File: config.mk
export PLATFORM = sky130hd
export DESIGN_NAME = hdlc_rx_bd_writer
export DESIGN_NICKNAME = d
export VERILOG_FILES = /design/src/rtl/hdlc_rx_bd_pkg.sv /design/src/rtl/hdlc_rx_bd_ctrl.sv /design/src/rtl/hdlc_rx_bd_store.sv /design/src/rtl/hdlc_rx_bd_writer.sv
export SDC_FILE = /design/constraint.sdc
export NUM_CORES = 1
export LEC_CHECK = 0
export BUFFER_PORTS_ARGS = -buffer_cell sky130_fd_sc_hd__buf_2
export CAP_MARGIN = 20
export CORE_MARGIN = 2
export CORE_UTILIZATION = 45
export CTS_CLUSTER_SIZE = 10
export DETAILED_ROUTE_END_ITERATION = 16
export PLACE_DENSITY = 0.58
export RECOVER_POWER = 100
export SLEW_MARGIN = 20
export SYNTH_ARGS = -nofsm -noshare
export SYNTH_HDL_FRONTEND = slang
export SYNTH_SLANG_ARGS = --single-unit
File: constraint.sdc
create_clock -name clk -period 5 [get_ports clk]
set_clock_uncertainty 0.05 [all_clocks]
set_input_delay 0.75 -clock clk [delete_from_list [all_inputs] [get_ports clk]]
set_output_delay 0.75 -clock clk [all_outputs]
set_load 0.01 [all_outputs]
File: src/rtl/hdlc_rx_bd_pkg.sv
package hdlc_rx_bd_pkg;
  // bit positions inside the read-back control nibble
  localparam int CTRL_EMPTY = 0;
  localparam int CTRL_INT   = 1;
  localparam int CTRL_WRAP  = 2;
  localparam int CTRL_LAST  = 3;
  // bit positions inside the status word
  localparam int STAT_CRC   = 0;
  localparam int STAT_ABORT = 1;
  localparam int STAT_LENV  = 2;
  localparam int STAT_W     = 3;

  // strobes from control to datapath, applied at the next edge
  typedef struct packed {
    logic              wrByte;     // store rxData at (tgtIdx, wrPtr)
    logic              closeFull;  // buffer tgtIdx just filled
    logic              finalize;   // close tgtIdx as the frame's last
    logic [STAT_W-1:0] finStatus;  // status word to write on finalize
  } bd_strobe_t;
endpackage

File: src/rtl/hdlc_rx_bd_ctrl.sv
module hdlc_rx_bd_ctrl
  import hdlc_rx_bd_pkg::*;
#(
  parameter int NDESC     = 4,
  parameter int BUF_BYTES = 8,
  parameter int LEN_W     = 16,
  localparam int IDX_W    = (NDESC > 1) ? $clog2(NDESC) : 1,
  localparam int PTR_W    = (BUF_BYTES > 1) ? $clog2(BUF_BYTES) : 1
) (
  input  logic             clk,
  input  logic             rstN,
  input  logic             rxValid,
  input  logic             rxEnd,
  input  logic             rxCrcErr,
  input  logic             rxAbort,
  input  logic [LEN_W-1:0] maxLen,
  input  logic             curEmpty,
  input  logic             curWrap,
  output logic [IDX_W-1:0] curIdx,
  output logic [IDX_W-1:0] tgtIdx,
  output logic [PTR_W-1:0] wrPtr,
  output logic [LEN_W-1:0] finLen,
  output bd_strobe_t       st,
  output logic             busyIrq
);
  localparam logic [IDX_W-1:0] LAST_IDX = IDX_W'(NDESC - 1);
  localparam logic [PTR_W-1:0] LAST_PTR = PTR_W'(BUF_BYTES - 1);

  logic [PTR_W-1:0] fill;
  logic [LEN_W-1:0] frameLen;
  logic [IDX_W-1:0] lastIdx;
  logic             dropping;
  logic             overLen;

  logic [IDX_W-1:0] nextIdx;
  logic             byteIn, atLimit, acceptByte, startBusy, limitHit, fillsUp, doFinal;

  always_comb begin
    nextIdx    = (curWrap || curIdx == LAST_IDX) ? '0 : curIdx + 1'b1;
    byteIn     = rxValid && !rxEnd && !dropping;
    atLimit    = frameLen >= maxLen;
    limitHit   = byteIn && atLimit;
    startBusy  = byteIn && !atLimit && fill == '0 && !curEmpty;
    acceptByte = byteIn && !atLimit && (fill != '0 || curEmpty);
    fillsUp    = acceptByte && fill == LAST_PTR;
    doFinal    = rxEnd && !dropping && frameLen != '0;

    st.wrByte    = acceptByte;
    st.closeFull = fillsUp;
    st.finalize  = doFinal;
    st.finStatus = '0;
    st.finStatus[STAT_CRC]   = rxCrcErr;
    st.finStatus[STAT_ABORT] = rxAbort;
    st.finStatus[STAT_LENV]  = overLen;

    tgtIdx = doFinal ? lastIdx : curIdx;
    wrPtr  = fill;
    finLen = frameLen;
  end

  always_ff @(posedge clk or negedge rstN) begin
    if (!rstN) begin
      curIdx   <= '0;
      lastIdx  <= '0;
      fill     <= '0;
      frameLen <= '0;
      dropping <= 1'b0;
      overLen  <= 1'b0;
      busyIrq  <= 1'b0;
    end else begin
      busyIrq <= startBusy;
      if (rxEnd) begin
        // a partly filled buffer is handed over, so move past it
        if (doFinal && fill != '0) curIdx <= nextIdx;
        fill     <= '0;
        frameLen <= '0;
        dropping <= 1'b0;
        overLen  <= 1'b0;
      end else begin
        if (limitHit)  overLen  <= 1'b1;
        if (startBusy) dropping <= 1'b1;
        if (acceptByte) begin
          frameLen <= frameLen + 1'b1;
          lastIdx  <= curIdx;
          if (fillsUp) begin
            fill   <= '0;
            curIdx <= nextIdx;
          end else begin
            fill <= fill + 1'b1;
          end
        end
      end
    end
  end
endmodule

File: src/rtl/hdlc_rx_bd_store.sv
module hdlc_rx_bd_store
  import hdlc_rx_bd_pkg::*;
#(
  parameter int NDESC     = 4,
  parameter int BUF_BYTES = 8,
  parameter int LEN_W     = 16,
  localparam int IDX_W    = (NDESC > 1) ? $clog2(NDESC) : 1,
  localparam int PTR_W    = (BUF_BYTES > 1) ? $clog2(BUF_BYTES) : 1
) (
  input  logic              clk,
  input  logic              rstN,
  input  bd_strobe_t        st,
  input  logic [IDX_W-1:0]  tgtIdx,
  input  logic [PTR_W-1:0]  wrPtr,
  input  logic [7:0]        wrData,
  input  logic [LEN_W-1:0]  finLen,
  input  logic [IDX_W-1:0]  curIdx,
  output logic              curEmpty,
  output logic              curWrap,
  input  logic              armValid,
  input  logic [IDX_W-1:0]  armIdx,
  input  logic              armIntEn,
  input  logic              armWrap,
  input  logic [IDX_W-1:0]  rdIdx,
  input  logic [PTR_W-1:0]  rdPtr,
  output logic [3:0]        rdCtrl,
  output logic [LEN_W-1:0]  rdLen,
  output logic [STAT_W-1:0] rdStatus,
  output logic [7:0]        rdByte,
  output logic              bufIrq,
  output logic              frameIrq
);
  logic              emptyW [NDESC];
  logic              intW   [NDESC];
  logic              wrapW  [NDESC];
  logic              lastW  [NDESC];
  logic [LEN_W-1:0]  lenW   [NDESC];
  logic [STAT_W-1:0] statW  [NDESC];
  logic [7:0]        byteW  [NDESC];

  for (genvar d = 0; d < NDESC; d++) begin : g_desc
    logic              emptyQ, intQ, wrapQ, lastQ;
    logic [LEN_W-1:0]  lenQ;
    logic [STAT_W-1:0] statQ;
    logic [7:0]        mem [BUF_BYTES];
    logic              hit;

    assign hit = tgtIdx == IDX_W'(d);

    always_ff @(posedge clk or negedge rstN) begin
      if (!rstN) begin
        emptyQ <= 1'b0;
        intQ   <= 1'b0;
        wrapQ  <= 1'b0;
        lastQ  <= 1'b0;
        lenQ   <= '0;
        statQ  <= '0;
      end else begin
        if (armValid && armIdx == IDX_W'(d)) begin
          emptyQ <= 1'b1;
          intQ   <= armIntEn;
          wrapQ  <= armWrap;
          lastQ  <= 1'b0;
          lenQ   <= '0;
          statQ  <= '0;
        end
        if (st.closeFull && hit) begin
          emptyQ <= 1'b0;
          lenQ   <= LEN_W'(BUF_BYTES);
        end
        if (st.finalize && hit) begin
          emptyQ <= 1'b0;
          lastQ  <= 1'b1;
          lenQ   <= finLen;
          statQ  <= st.finStatus;
        end
      end
    end

    for (genvar p = 0; p < BUF_BYTES; p++) begin : g_byte
      always_ff @(posedge clk or negedge rstN) begin
        if (!rstN) mem[p] <= '0;
        else if (st.wrByte && hit && wrPtr == PTR_W'(p)) mem[p] <= wrData;
      end
    end

    assign emptyW[d] = emptyQ;
    assign intW[d]   = intQ;
    assign wrapW[d]  = wrapQ;
    assign lastW[d]  = lastQ;
    assign lenW[d]   = lenQ;
    assign statW[d]  = statQ;
    assign byteW[d]  = mem[rdPtr];
  end

  always_comb begin
    curEmpty = emptyW[curIdx];
    curWrap  = wrapW[curIdx];
    rdCtrl   = '0;
    rdCtrl[CTRL_EMPTY] = emptyW[rdIdx];
    rdCtrl[CTRL_INT]   = intW[rdIdx];
    rdCtrl[CTRL_WRAP]  = wrapW[rdIdx];
    rdCtrl[CTRL_LAST]  = lastW[rdIdx];
    rdLen    = lenW[rdIdx];
    rdStatus = statW[rdIdx];
    rdByte   = byteW[rdIdx];
  end

  always_ff @(posedge clk or negedge rstN) begin
    if (!rstN) begin
      bufIrq   <= 1'b0;
      frameIrq <= 1'b0;
    end else begin
      bufIrq   <= st.closeFull && intW[tgtIdx];
      frameIrq <= st.finalize && intW[tgtIdx];
    end
  end
endmodule

File: src/rtl/hdlc_rx_bd_writer.sv
module hdlc_rx_bd_writer
  import hdlc_rx_bd_pkg::*;
#(
  parameter int NDESC     = 4,
  parameter int BUF_BYTES = 8,
  parameter int LEN_W     = 16,
  localparam int IDX_W    = (NDESC > 1) ? $clog2(NDESC) : 1,
  localparam int PTR_W    = (BUF_BYTES > 1) ? $clog2(BUF_BYTES) : 1
) (
  input  logic              clk,
  input  logic              rstN,
  input  logic              rxValid,
  input  logic [7:0]        rxData,
  input  logic              rxEnd,
  input  logic              rxCrcErr,
  input  logic              rxAbort,
  input  logic [LEN_W-1:0]  maxLen,
  input  logic              armValid,
  input  logic [IDX_W-1:0]  armIdx,
  input  logic              armIntEn,
  input  logic              armWrap,
  input  logic [IDX_W-1:0]  rdIdx,
  input  logic [PTR_W-1:0]  rdPtr,
  output logic [3:0]        rdCtrl,
  output logic [LEN_W-1:0]  rdLen,
  output logic [STAT_W-1:0] rdStatus,
  output logic [7:0]        rdByte,
  output logic              bufIrq,
  output logic              frameIrq,
  output logic              busyIrq
);
  bd_strobe_t       st;
  logic [IDX_W-1:0] curIdx, tgtIdx;
  logic [PTR_W-1:0] wrPtr;
  logic [LEN_W-1:0] finLen;
  logic             curEmpty, curWrap;

  hdlc_rx_bd_ctrl #(.NDESC(NDESC), .BUF_BYTES(BUF_BYTES), .LEN_W(LEN_W)) u_ctrl (
    .clk(clk), .rstN(rstN), .rxValid(rxValid), .rxEnd(rxEnd),
    .rxCrcErr(rxCrcErr), .rxAbort(rxAbort), .maxLen(maxLen),
    .curEmpty(curEmpty), .curWrap(curWrap), .curIdx(curIdx), .tgtIdx(tgtIdx),
    .wrPtr(wrPtr), .finLen(finLen), .st(st), .busyIrq(busyIrq)
  );

  hdlc_rx_bd_store #(.NDESC(NDESC), .BUF_BYTES(BUF_BYTES), .LEN_W(LEN_W)) u_store (
    .clk(clk), .rstN(rstN), .st(st), .tgtIdx(tgtIdx), .wrPtr(wrPtr),
    .wrData(rxData), .finLen(finLen), .curIdx(curIdx), .curEmpty(curEmpty),
    .curWrap(curWrap), .armValid(armValid), .armIdx(armIdx), .armIntEn(armIntEn),
    .armWrap(armWrap), .rdIdx(rdIdx), .rdPtr(rdPtr), .rdCtrl(rdCtrl),
    .rdLen(rdLen), .rdStatus(rdStatus), .rdByte(rdByte),
    .bufIrq(bufIrq), .frameIrq(frameIrq)
  );
endmodule

==> metrics.yaml <==
grtUsageMet3: 0.08277
end_kind: "flop"
min_from: "rxCrcErr"
gp_congestion: 0.8372
ir_worst_vdd_mv: 0.2666
final_core_util: 0.5085
crit_chain: "inv_1 > ha_1 > or4b_1 > o41a_1 > nand3_1 > o21ai_1 > nand2_1 > buf_12 > o2bb2ai_1"
dr.first_iter.drc_count: 1300
synth_area_mm2: 0.01785
drv_cap: 4
io_buffers: 73
internal_power_mw: 5.901
hpwl_um: 34620
r2r_start: "u_ctrl.finLen[0]"
setup_viol: 0
vias_per_cell: 6.424
holdWs_ns: 0.3804
cp.required_ns: 5.39
insertion_delay_ns: 0.58
synth-seq-cells: 376
htree_num_levels: 2
dpl-instance-area_mm2: 0.01866
grt_usage: 0.2695
synth_top_area_frac: 0.5271
violations: "capacitance limit, slew limit"
fmax_mhz: 232.6
synth_compound_area_frac: 0.1540
layout-drive-gt1-share: 0.2003
final_area_mm2: 0.01979
p_per_area_mw_per_mm2: 431.7
synthCells: 1394
diodes: 0
startpoint_type: "flop"
coreArea_mm2: 0.03892
synthTopCellsByArea: "dfrtp_1, mux4_2, o2bb2ai_1"
synth_largest_area_cell: "dfrtp_1"
hold_violations: 0
relSlewSlack: -0.5504
setup.worst_path.class: "flop to flop"
fin_nets: 1497
min_to: "u_store.g_desc[0].statQ[0]"
synth-adder-area-share: 0.01752
p_leak_nw: 8.327
dpl_worst_slack_ns: 1.061
grt_start_max_net_pins: 113
antenna_found_initial: 1
cts_sinks: 376
place_inst: 1902
synth_cell_type_count: 56
synth_top_family_by_area: "multiplexers"
dieArea_mm2: 0.04128
status: "complete, but fails checks"
fin_crit_sh: 0.8599
path_max_fanout: 39
vias: 12630
reg2reg_to: "u_store.g_desc[3].mem[63]"
syn_nets: 1459
setup_ws_ns: 0.7003
synth_enable_flop_cells: 0
slowest_stage: "nand2_1"
switching_power_mw: 2.642
grt_pass1_vias: 12790
synthTopCellsByCount: "dfrtp_1, o2bb2ai_1, nand2_1"
clockBufferDepth: 3
drc: 0
synth.most_common_cell: "dfrtp_1"
holdBufCountCts: 0
cts_buffers: 45
wire_per_inst_um: 27.60
synth.avg_cell_area_um2: 12.81
overflow: 0
final_cells: 1966
hold_path_depth: 3
postCtsResizedCells: 0
seqPwrFrac: 0.440
async_flop_share: 1.000
synth_ff_type: "dfrtp_1"
area_growth_syn_to_layout_pct: 10.86
worst_pin_slew_ns: 2.326
synth-seq-area-share: 0.5271
min_period_ns: 4.300
combPwrFrac: 0.216
rsz0062_at_grt: "no"
reg2reg_slack_ns: 0.70
path_clk_slew_ns: 0.06
synth_xor_area_frac: 0
finalSetupTns_ns: 0
p_total_mw: 8.543
busiest_layer: "met1"
ff2ff_path_depth: 9
drv_slew: 243
postCtsSetupBuffers: 0
use_met1: 0.3960
die_h_um: 203.2
grt_pass1_wl_um: 83070
clock_tree.root_cell: "clkbuf_16"
swShare: 0.3092
initial_core_util: 0.4587
clock_power_share: 0.344
met2_usage: 0.3883
drt_wl_total_um: 54260
crit_arrival_ns: 4.69
drt.antenna.violating_nets: 0
synthMuxAreaShare: 0.1658
die-width_um: 203.2
rows: 72
io_pins: 74
cts_tree: "done"
slowest_delay_ns: 0.79
hold_path.class: "input port to flop"
first_pass_iters: 5
synthSimpleGateAreaFrac: 0.09876
yosys_warnings: 0
==> cells by family after synthesis <==
| logic type | count (synthesis) |
|---|---|
| buf+inv | 142 |
| compound gates | 347 |
| simple gates | 347 |
| fa+ha+maj | 25 |
| mux | 157 |
| flops | 376 |
==> layout make-up <==
cell class	instances	area, µm²
Fill cell	3401	19130
Sequential cell	376	9409
Multi-Input combinational cell	876	7741
Clock buffer	61	1237
Tap cell	518	648.1
Timing Repair Buffer	106	626.9
Inverter	27	101.3
Clock inverter	2	25.02
==> worst max-delay path: cells and delay by family (launching register included) <==
kind	cells	cell delay, ns
and+or+nand+nor	3	1.71
AOI/OAI and AO/OA	3	1.11
buffers and inverters	2	0.62
DFF	1	0.41
adders and majority gates	1	0.22
==> cells in the final DEF (no fill, tap or decap), types with 6 or more instances in the layout <==
master | netlist | layout
nand4_1 | 6 | 6
inv_1 | 27 | 27
mux2_2 | 39 | 36
nand2_1 | 149 | 149
or3_1 | 10 | 10
dfrtp_1 | 376 | 376
nand3_2 | 15 | 15
buf_4 | 3 | 19
nor2_1 | 12 | 12
a21oi_1 | 22 | 22
ha_1 | 25 | 25
nand3_1 | 95 | 95
clkbuf_16 | 0 | 46
o2bb2ai_1 | 224 | 224
mux2_1 | 9 | 14
buf_12 | 0 | 6
o21ai_0 | 40 | 55
nor3_1 | 9 | 9
mux4_2 | 105 | 105
o31ai_1 | 10 | 10
o22ai_1 | 20 | 20
buf_2 | 32 | 43
or4_1 | 7 | 7
nor2b_1 | 11 | 11
clkbuf_1 | 54 | 47
==> per-layer routing <==
| layer | vias to the layer above | share of wire | wire length (µm) |
|---|---|---|---|
| li1 | 5411 | - | - |
| met1 | 6597 | 0.44 | 23830 |
| met2 | 544 | 0.44 | 23860 |
| met3 | 76 | 0.099 | 5381 |
| met4 | 2 | 0.022 | 1174 |
| met5 | - | 0.00013 | 7 |
==> how the worst max path moves through the flow <==
| stage | start | to | slack, ns | depth (start not counted) |
|---|---|---|---|---|
| 3_5_place_dp | rdPtr[0] | rdByte[2] | 1.06 | 6 |
| 3_3_place_gp | rdPtr[0] | rdByte[3] | 1.09 | 6 |
| 6_report | u_ctrl.finLen[0] | u_store.g_desc[3].mem[63] | 0.70 | 9 |
| 2_1_floorplan | rdPtr[0] | rdByte[4] | 1.23 | 5 |
| 4_1_cts | rdPtr[0] | rdByte[3] | 1.06 | 6 |
| 5_1_grt | u_ctrl.finLen[0] | u_store.g_desc[3].mem[43] | 0.49 | 9 |
==> power groups by stage <==
stage                     clock network (mW)  logic, mW  registers [mW]
after floorplan                            0       1.29            3.68
after global placement                     0       1.82            3.78
after detailed placement                   0       1.87            3.78
after CTS                               2.98       1.87            3.75
after global routing                    3.10       1.99            3.80
final                                   2.94       1.84            3.76
==> registers in the layout (all words and copies together) (netlist names) <==
| signal | count |
|---|---|
| u_ctrl.busyIrq | 1 |
| u_store.g_desc.mem | 256 |
| u_store.g_desc.emptyQ | 4 |
| u_store.frameIrq | 1 |
| u_store.bufIrq | 1 |
| u_ctrl.curIdx | 2 |
| u_store.g_desc.intQ | 4 |
| u_ctrl.finLen | 16 |
| u_store.g_desc.lenQ | 64 |
| u_ctrl.dropping | 1 |
| u_ctrl.overLen | 1 |
| u_store.g_desc.statQ | 12 |
| u_ctrl.lastIdx | 2 |
| u_ctrl.wrPtr | 3 |
| u_store.g_desc.lastQ | 4 |
| u_store.g_desc.wrapQ | 4 |
No activity file was read; power rests on OpenSTA's default activity.
